--- config.mk ---
export PLATFORM = sky130hd
export DESIGN_NAME = idx_reg_window
export DESIGN_NICKNAME = d
export VERILOG_FILES = /design/src/rtl/idxwin_pkg.sv /design/src/rtl/idxwin_rst_sync.sv /design/src/rtl/idxwin_decode.sv /design/src/rtl/idxwin_ptr.sv /design/src/rtl/idxwin_rstgen.sv /design/src/rtl/idx_reg_window.sv
export SDC_FILE = /design/constraint.sdc
export NUM_CORES = 1
export LEC_CHECK = 0
export BUFFER_PORTS_ARGS = -buffer_cell sky130_fd_sc_hd__buf_2
export CORE_MARGIN = 5
export CORE_UTILIZATION = 37
export DETAILED_ROUTE_END_ITERATION = 6
export PLACE_DENSITY_LB_ADDON = 0.12
export SLEW_MARGIN = 0
export SYNTH_ARGS = -nofsm -noshare
export SYNTH_HDL_FRONTEND = slang
export SYNTH_SLANG_ARGS = --single-unit
--- constraint.sdc ---
create_clock -name clk -period 1 [get_ports clk]
set_input_delay 0 -clock clk [delete_from_list [all_inputs] [get_ports clk]]
set_output_delay 0 -clock clk [all_outputs]
set_load 0.02 [all_outputs]
--- src/rtl/idxwin_pkg.sv ---
package idxwin_pkg;

  localparam logic [2:0] OFF_RST    = 3'd0;
  localparam logic [2:0] OFF_PTR_LD = 3'd1;
  localparam logic [2:0] OFF_RD     = 3'd2;
  localparam logic [2:0] OFF_RD_INC = 3'd3;
  localparam logic [2:0] OFF_PTR_RD = 3'd5;
  localparam logic [2:0] OFF_WR     = 3'd6;
  localparam logic [2:0] OFF_WR_INC = 3'd7;

  typedef struct packed {
    logic dev_acc;
    logic dev_wr;
    logic inc;
    logic ptr_ld;
    logic ptr_rd;
    logic rst;
  } op_t;

  typedef enum logic [1:0] {
    ST_IDLE = 2'd0,
    ST_REQ  = 2'd1,
    ST_WAIT = 2'd2
  } st_e;

endpackage

--- src/rtl/idxwin_rst_sync.sv ---
module idxwin_rst_sync (
  input  logic clk,
  input  logic rst_n,
  output logic rst_sn
);

  logic [1:0] sync_q;

  always_ff @(posedge clk or negedge rst_n) begin
    if (!rst_n) sync_q <= 2'b00;
    else        sync_q <= {sync_q[0], 1'b1};
  end

  assign rst_sn = sync_q[1];

endmodule

--- src/rtl/idxwin_decode.sv ---
module idxwin_decode
  import idxwin_pkg::*;
(
  input  logic       valid,
  input  logic       we,
  input  logic [2:0] off,
  output op_t        op
);

  always_comb begin
    op = '0;
    if (valid) begin
      case (off)
        OFF_RST:    op.rst    = we;
        OFF_PTR_LD: op.ptr_ld = we;
        OFF_RD:     op.dev_acc = !we;
        OFF_RD_INC: begin
          op.dev_acc = !we;
          op.inc     = !we;
        end
        OFF_PTR_RD: op.ptr_rd = !we;
        OFF_WR: begin
          op.dev_acc = we;
          op.dev_wr  = we;
        end
        OFF_WR_INC: begin
          op.dev_acc = we;
          op.dev_wr  = we;
          op.inc     = we;
        end
        default: op = '0;
      endcase
    end
  end

endmodule

--- src/rtl/idxwin_ptr.sv ---
module idxwin_ptr #(
  parameter int AW = 8
) (
  input  logic          clk,
  input  logic          rst_sn,
  input  logic          ld,
  input  logic [AW-1:0] ld_val,
  input  logic          inc,
  output logic [AW-1:0] ptr
);

  logic [AW-1:0] ptr_q, ptr_d;
  logic          ptr_en;

  always_comb begin
    ptr_en = ld | inc;
    if (ld)       ptr_d = ld_val;
    else if (inc) ptr_d = ptr_q + 1'b1;
    else          ptr_d = ptr_q;
  end

  always_ff @(posedge clk or negedge rst_sn) begin
    if (!rst_sn)     ptr_q <= '0;
    else if (ptr_en) ptr_q <= ptr_d;
  end

  assign ptr = ptr_q;

endmodule

--- src/rtl/idxwin_rstgen.sv ---
module idxwin_rstgen #(
  parameter int RST_CYCLES = 16
) (
  input  logic clk,
  input  logic rst_sn,
  input  logic start,
  output logic dev_rst_n
);

  localparam int CW = $clog2(RST_CYCLES + 1);

  logic [CW-1:0] cnt_q, cnt_d;
  logic          cnt_en;

  always_comb begin
    cnt_en = start | (cnt_q != '0);
    if (start) cnt_d = CW'(RST_CYCLES);
    else       cnt_d = cnt_q - 1'b1;
  end

  always_ff @(posedge clk or negedge rst_sn) begin
    if (!rst_sn)     cnt_q <= '0;
    else if (cnt_en) cnt_q <= cnt_d;
  end

  assign dev_rst_n = (cnt_q == '0);

endmodule

--- src/rtl/idx_reg_window.sv ---
module idx_reg_window
  import idxwin_pkg::*;
#(
  parameter int AW         = 8,
  parameter int DW         = 8,
  parameter int RST_CYCLES = 16
) (
  input  logic          clk,
  input  logic          rst_n,
  input  logic          host_req,
  input  logic          host_we,
  input  logic [2:0]    host_off,
  input  logic [DW-1:0] host_wdata,
  output logic          host_busy,
  output logic          host_ack,
  output logic [DW-1:0] host_rdata,
  output logic          dev_req,
  output logic          dev_we,
  output logic [AW-1:0] dev_addr,
  output logic [DW-1:0] dev_wdata,
  input  logic [DW-1:0] dev_rdata,
  input  logic          dev_ack,
  output logic          dev_rst_n
);

  logic          rst_sn;
  logic          accept;
  op_t           op;
  logic [AW-1:0] ptr;
  logic          ptr_inc;

  st_e           state_q, state_d;
  logic          wr_q, inc_q;
  logic [DW-1:0] wdata_q;
  logic          cap_en;
  logic          ack_q, ack_d;
  logic [DW-1:0] rdata_q, rdata_d;

  idxwin_rst_sync u_sync (
    .clk    (clk),
    .rst_n  (rst_n),
    .rst_sn (rst_sn)
  );

  assign accept = host_req && (state_q == ST_IDLE);

  idxwin_decode u_dec (
    .valid (accept),
    .we    (host_we),
    .off   (host_off),
    .op    (op)
  );

  idxwin_ptr #(.AW(AW)) u_ptr (
    .clk    (clk),
    .rst_sn (rst_sn),
    .ld     (op.ptr_ld),
    .ld_val (AW'(host_wdata)),
    .inc    (ptr_inc),
    .ptr    (ptr)
  );

  idxwin_rstgen #(.RST_CYCLES(RST_CYCLES)) u_rstgen (
    .clk       (clk),
    .rst_sn    (rst_sn),
    .start     (op.rst),
    .dev_rst_n (dev_rst_n)
  );

  // next-state logic
  always_comb begin
    state_d = state_q;
    ack_d   = 1'b0;
    rdata_d = rdata_q;
    ptr_inc = 1'b0;
    cap_en  = 1'b0;
    unique case (state_q)
      ST_IDLE: begin
        if (accept) begin
          if (op.dev_acc) begin
            state_d = ST_REQ;
            cap_en  = 1'b1;
          end else begin
            ack_d   = 1'b1;
            rdata_d = op.ptr_rd ? DW'(ptr) : '0;
          end
        end
      end
      ST_REQ, ST_WAIT: begin
        if (dev_ack) begin
          state_d = ST_IDLE;
          ack_d   = 1'b1;
          rdata_d = wr_q ? '0 : dev_rdata;
          ptr_inc = inc_q;
        end else begin
          state_d = ST_WAIT;
        end
      end
      default: state_d = ST_IDLE;
    endcase
  end

  // registers
  always_ff @(posedge clk or negedge rst_sn) begin
    if (!rst_sn) begin
      state_q <= ST_IDLE;
      ack_q   <= 1'b0;
      rdata_q <= '0;
      wr_q    <= 1'b0;
      inc_q   <= 1'b0;
      wdata_q <= '0;
    end else begin
      state_q <= state_d;
      ack_q   <= ack_d;
      if (ack_d) rdata_q <= rdata_d;
      if (cap_en) begin
        wr_q    <= op.dev_wr;
        inc_q   <= op.inc;
        wdata_q <= host_wdata;
      end
    end
  end

  assign host_busy  = (state_q != ST_IDLE);
  assign host_ack   = ack_q;
  assign host_rdata = rdata_q;
  assign dev_req    = (state_q == ST_REQ);
  assign dev_we     = wr_q;
  assign dev_addr   = ptr;
  assign dev_wdata  = wdata_q;

endmodule

==> out/metrics.cfg <==
[place]
numPortBuffers = 52
globalplace.congestion = 0.8728
dp_hpwl_mm = 3.538

[cells_and_area]
final_core_util_pct = 66.63
syn2layout_area_growth_pct = 77.79
n_antenna_cell = 0
drive_gt1_share_pct = 61.09
fin_nets = 304

[power]
p_sw_mw = 3.779
p_comb_share_pct = 61.0
power_density_nw_per_um2 = 3204
internal-power_mw = 6.171
power_frac_seq_pct = 25.6
clockPowerShare_pct = 13.3
ir_drop_uv = 1671
swShare_pct = 37.98
finalPower_mw = 9.950
leakagePower_nw = 1.500

[clock_network]
cts.sinks = 36
clk_pin_slew_ns = 0.07
cts-root-buf = clkbuf_8
cts_tree = built
numCtsBuffers = 5
htree_num_levels = 2
clk_latency_ns = 0.30
clockBufferDepth = 2

[die]
dieArea_um2 = 6194
dieHeight_um = 78.71
core_um2 = 4661
die_x_um = 78.71
initial_core_util_pct = 37.48
rows = 25
ioPinCount = 53

[route]
topRoutingLayerUsed = met4
wl_met1_mm = 2.089
routed-via-count = 1631
drc_errors = 0
drt-pass1-iter-count = 4
vias_per_cell = 4.957
wire_per_inst_um = 15.57
ant_nets = 0
dr.first_iter.drc_count = 74
wl_met2_mm = 2.714
dr_wl_met3_um = 234
wl_mm = 5.124

[timing]
fmaxAchievable_mhz = 560.1
skew_ns = 0.01721
min_period_ns = 1.785
min_period_over_period_pct = 178.5
setup_viol = 42
hold_violations = 0
layout_setup_ws_ns = -0.7855
rsz0062_at_grt = yes
report.final.slew_viol_count = 0

[logic_synthesis]
yosysSeqAreaShare_pct = 51.58
ys_warn_count = 0
synth_seq_cells = 36
syn_area_um2 = 1747
netlist_instances = 153
postSynthNetCount = 183
synth.distinct_cells = 32
synth_area_per_cell_um2 = 11.42

[outcome]
outcome = finished with violations
violations = setup timing

[setup_path]
cp_max_fo = 8
cpPeakStageDelay_ns = 0.41
cp_slowest_cell = dfrtp_1
start_kind = register
required_ns = 1.18
worst_setup_path_end_kind = register
critical_path_class = register to register
crit_chain = inv_2, ha_4, nand2_4, a31o_4, a221oi_4, buf_12, mux2_4
worstPathArrival_ns = 1.96
crit_buf_inv = 2
path_delay_family = compound AO/OA/AOI/OAI gates

[job]
cap_violations = 0

[grt]
antenna_found_initial = 0
grt_start_max_net_pins = 18
grt_usage_pct = 18.00
grt_pass1_wl_mm = 8.742
first_global_vias = 1844
grt-ovfl-total = 0

[hold_path]
min_path_type = input port to async pin

[flip-flops by register name, summed over array words and instances, names as in the netlist]
name,cells
state_q,2
inc_q,1
host_rdata,8
u_rstgen.cnt_q,5
u_sync.sync_q,2
host_ack,1
dev_we,1
dev_wdata,8
u_ptr.ptr,8
[logic make-up after synthesis]
kind of cell / share of synthesized area (%)
other: 0.2147
adders and majority gates: 4.298
buffers and inverters: 2.221
muxes: 13.32
and+or+nand+nor: 13.68
xor gates and xnor gates: 4.012
AOI/OAI and AO/OA: 10.67
DFF: 51.58
[placed cells by master, fill, tap and decap left out, types with 3 or more instances in the layout]
cell type      netlist  routed
dfrtp_1             36      35
nand2_1             14      11
buf_2                1      40
xnor2_2              0       3
buf_6                0      28
a21oi_2              0       3
a22o_1               8       8
nand2b_1             3       3
buf_4                0      36
inv_2                0       5
ha_1                 6       3
nor2_2               0       3
mux2_4               0       9
clkbuf_8             0       5
dlygate4sd3_1        0      10
o21ai_1              2       7
xnor2_1              6       3
mux2i_1              3       3
nand4_1              3       3
ha_4                 0       3
mux2_2              18       9
nor2_1              10       7
[cell usage after synthesis, drive strengths merged]
cell | count | area share, %
dfrtp | 36 | 52
mux2 | 18 | 12
nand2 | 14 | 3.0
nor2 | 10 | 2.1
a22o | 8 | 4.0
o21ai | 8 | 2.3
inv | 7 | 1.5
ha | 6 | 4.3
xnor2 | 6 | 3.0
a21oi | 5 | 1.4
mux2i | 3 | 1.7
nand2b | 3 | 1.1
nand3 | 3 | 0.86
nand4 | 3 | 1.1
nor3 | 3 | 0.86
nor4 | 3 | 1.4
and3 | 2 | 0.72
clkbuf | 2 | 0.43
xor2 | 2 | 1.0
a21o | 1 | 0.43
a221oi | 1 | 1.5
a31o | 1 | 0.50
a41oi | 1 | 0.50
buf | 1 | 0.29
conb | 1 | 0.21
nand3b | 1 | 0.43
nand4b | 1 | 0.50
nor2b | 1 | 0.36
nor4b | 1 | 0.86
or3 | 1 | 0.36
[layout make-up]
type / count / area (um2)
Clock buffer: 5 / 68.82
Clock inverter: 3 / 46.29
Fill cell: 348 / 1555
Inverter: 7 / 26.28
Multi-Input combinational cell: 107 / 1044
Sequential cell: 36 / 902.1
Tap cell: 54 / 67.56
Timing Repair Buffer: 117 / 950.9
[worst paths after layout]
path                                                 start                            end  slack (ns)  cells after the start
worst max-delay path                state_q[1]$_DFFE_PN0P_      host_rdata[7]$_DFFE_PN0P_       -0.79                      7
worst min-delay path                                 rst_n     u_sync.sync_q[0]$_DFF_PN0_       0.008                      2
worst max register to register      state_q[1]$_DFFE_PN0P_      host_rdata[7]$_DFFE_PN0P_       -0.79                      7
worst min register to register  u_sync.sync_q[1]$_DFF_PN0_       u_ptr.ptr[0]$_DFFE_PN0P_        0.22                      1
max in group asynchronous       u_sync.sync_q[1]$_DFF_PN0_  u_rstgen.cnt_q[1]$_DFFE_PN0P_        0.56                      1
min in group clk                              dev_rdata[7]      host_rdata[7]$_DFFE_PN0P_        0.06                      3
[through the flow]
| step | area, um2 | TNS [ns] | hold WS [ns] | setup slack [ns] | cells |
|---|---|---|---|---|---|
| after CTS | 2970 | -17.86 | 0.0003400 | -0.7687 | 323 |
| after detailed placement | 2464 | -17.97 | -0.2111 | -0.8053 | 300 |
| after floorplan | 1795 | -17.25 | -0.2956 | -0.8191 | 153 |
| final | 3105 | -18.10 | 0.008083 | -0.7855 | 329 |
| after global routing | 3105 | -20.74 | 0.0006258 | -0.8398 | 329 |
| after global placement | 2464 | -16.95 | -0.2155 | -0.7651 | 300 |
[power by group through the flow]
stage	combinational [mW]	clock (mW)	sequential [mW]
floorplan	2.04	0	3.14
finish	6.07	1.33	2.55
global placement	4.56	0	2.48
global route	6.56	1.44	2.62
CTS	5.74	1.36	2.53
detailed placement	4.70	0	2.52
[routing by layer]
| metal | track usage, % | up-vias |
|---|---|---|
| met5 | 0 | - |
| met4 | 5.420 | 0 |
| met3 | 4.989 | 7 |
| met2 | 31.24 | 33 |
| met1 | 21.66 | 803 |
| li1 | - | 788 |
[timing repair]
action / CTS / global route
hold buffers: 10 / 0
buffers inserted: 7 / 8
pin swaps: 18 / 19
endpoints found under the hold margin: 19 / 0
gates cloned: 1 / 1
gates resized for setup: 69 / 20
setup endpoints to repair: 44 / 46
Note: power is estimated with default switching activity, not from simulation.
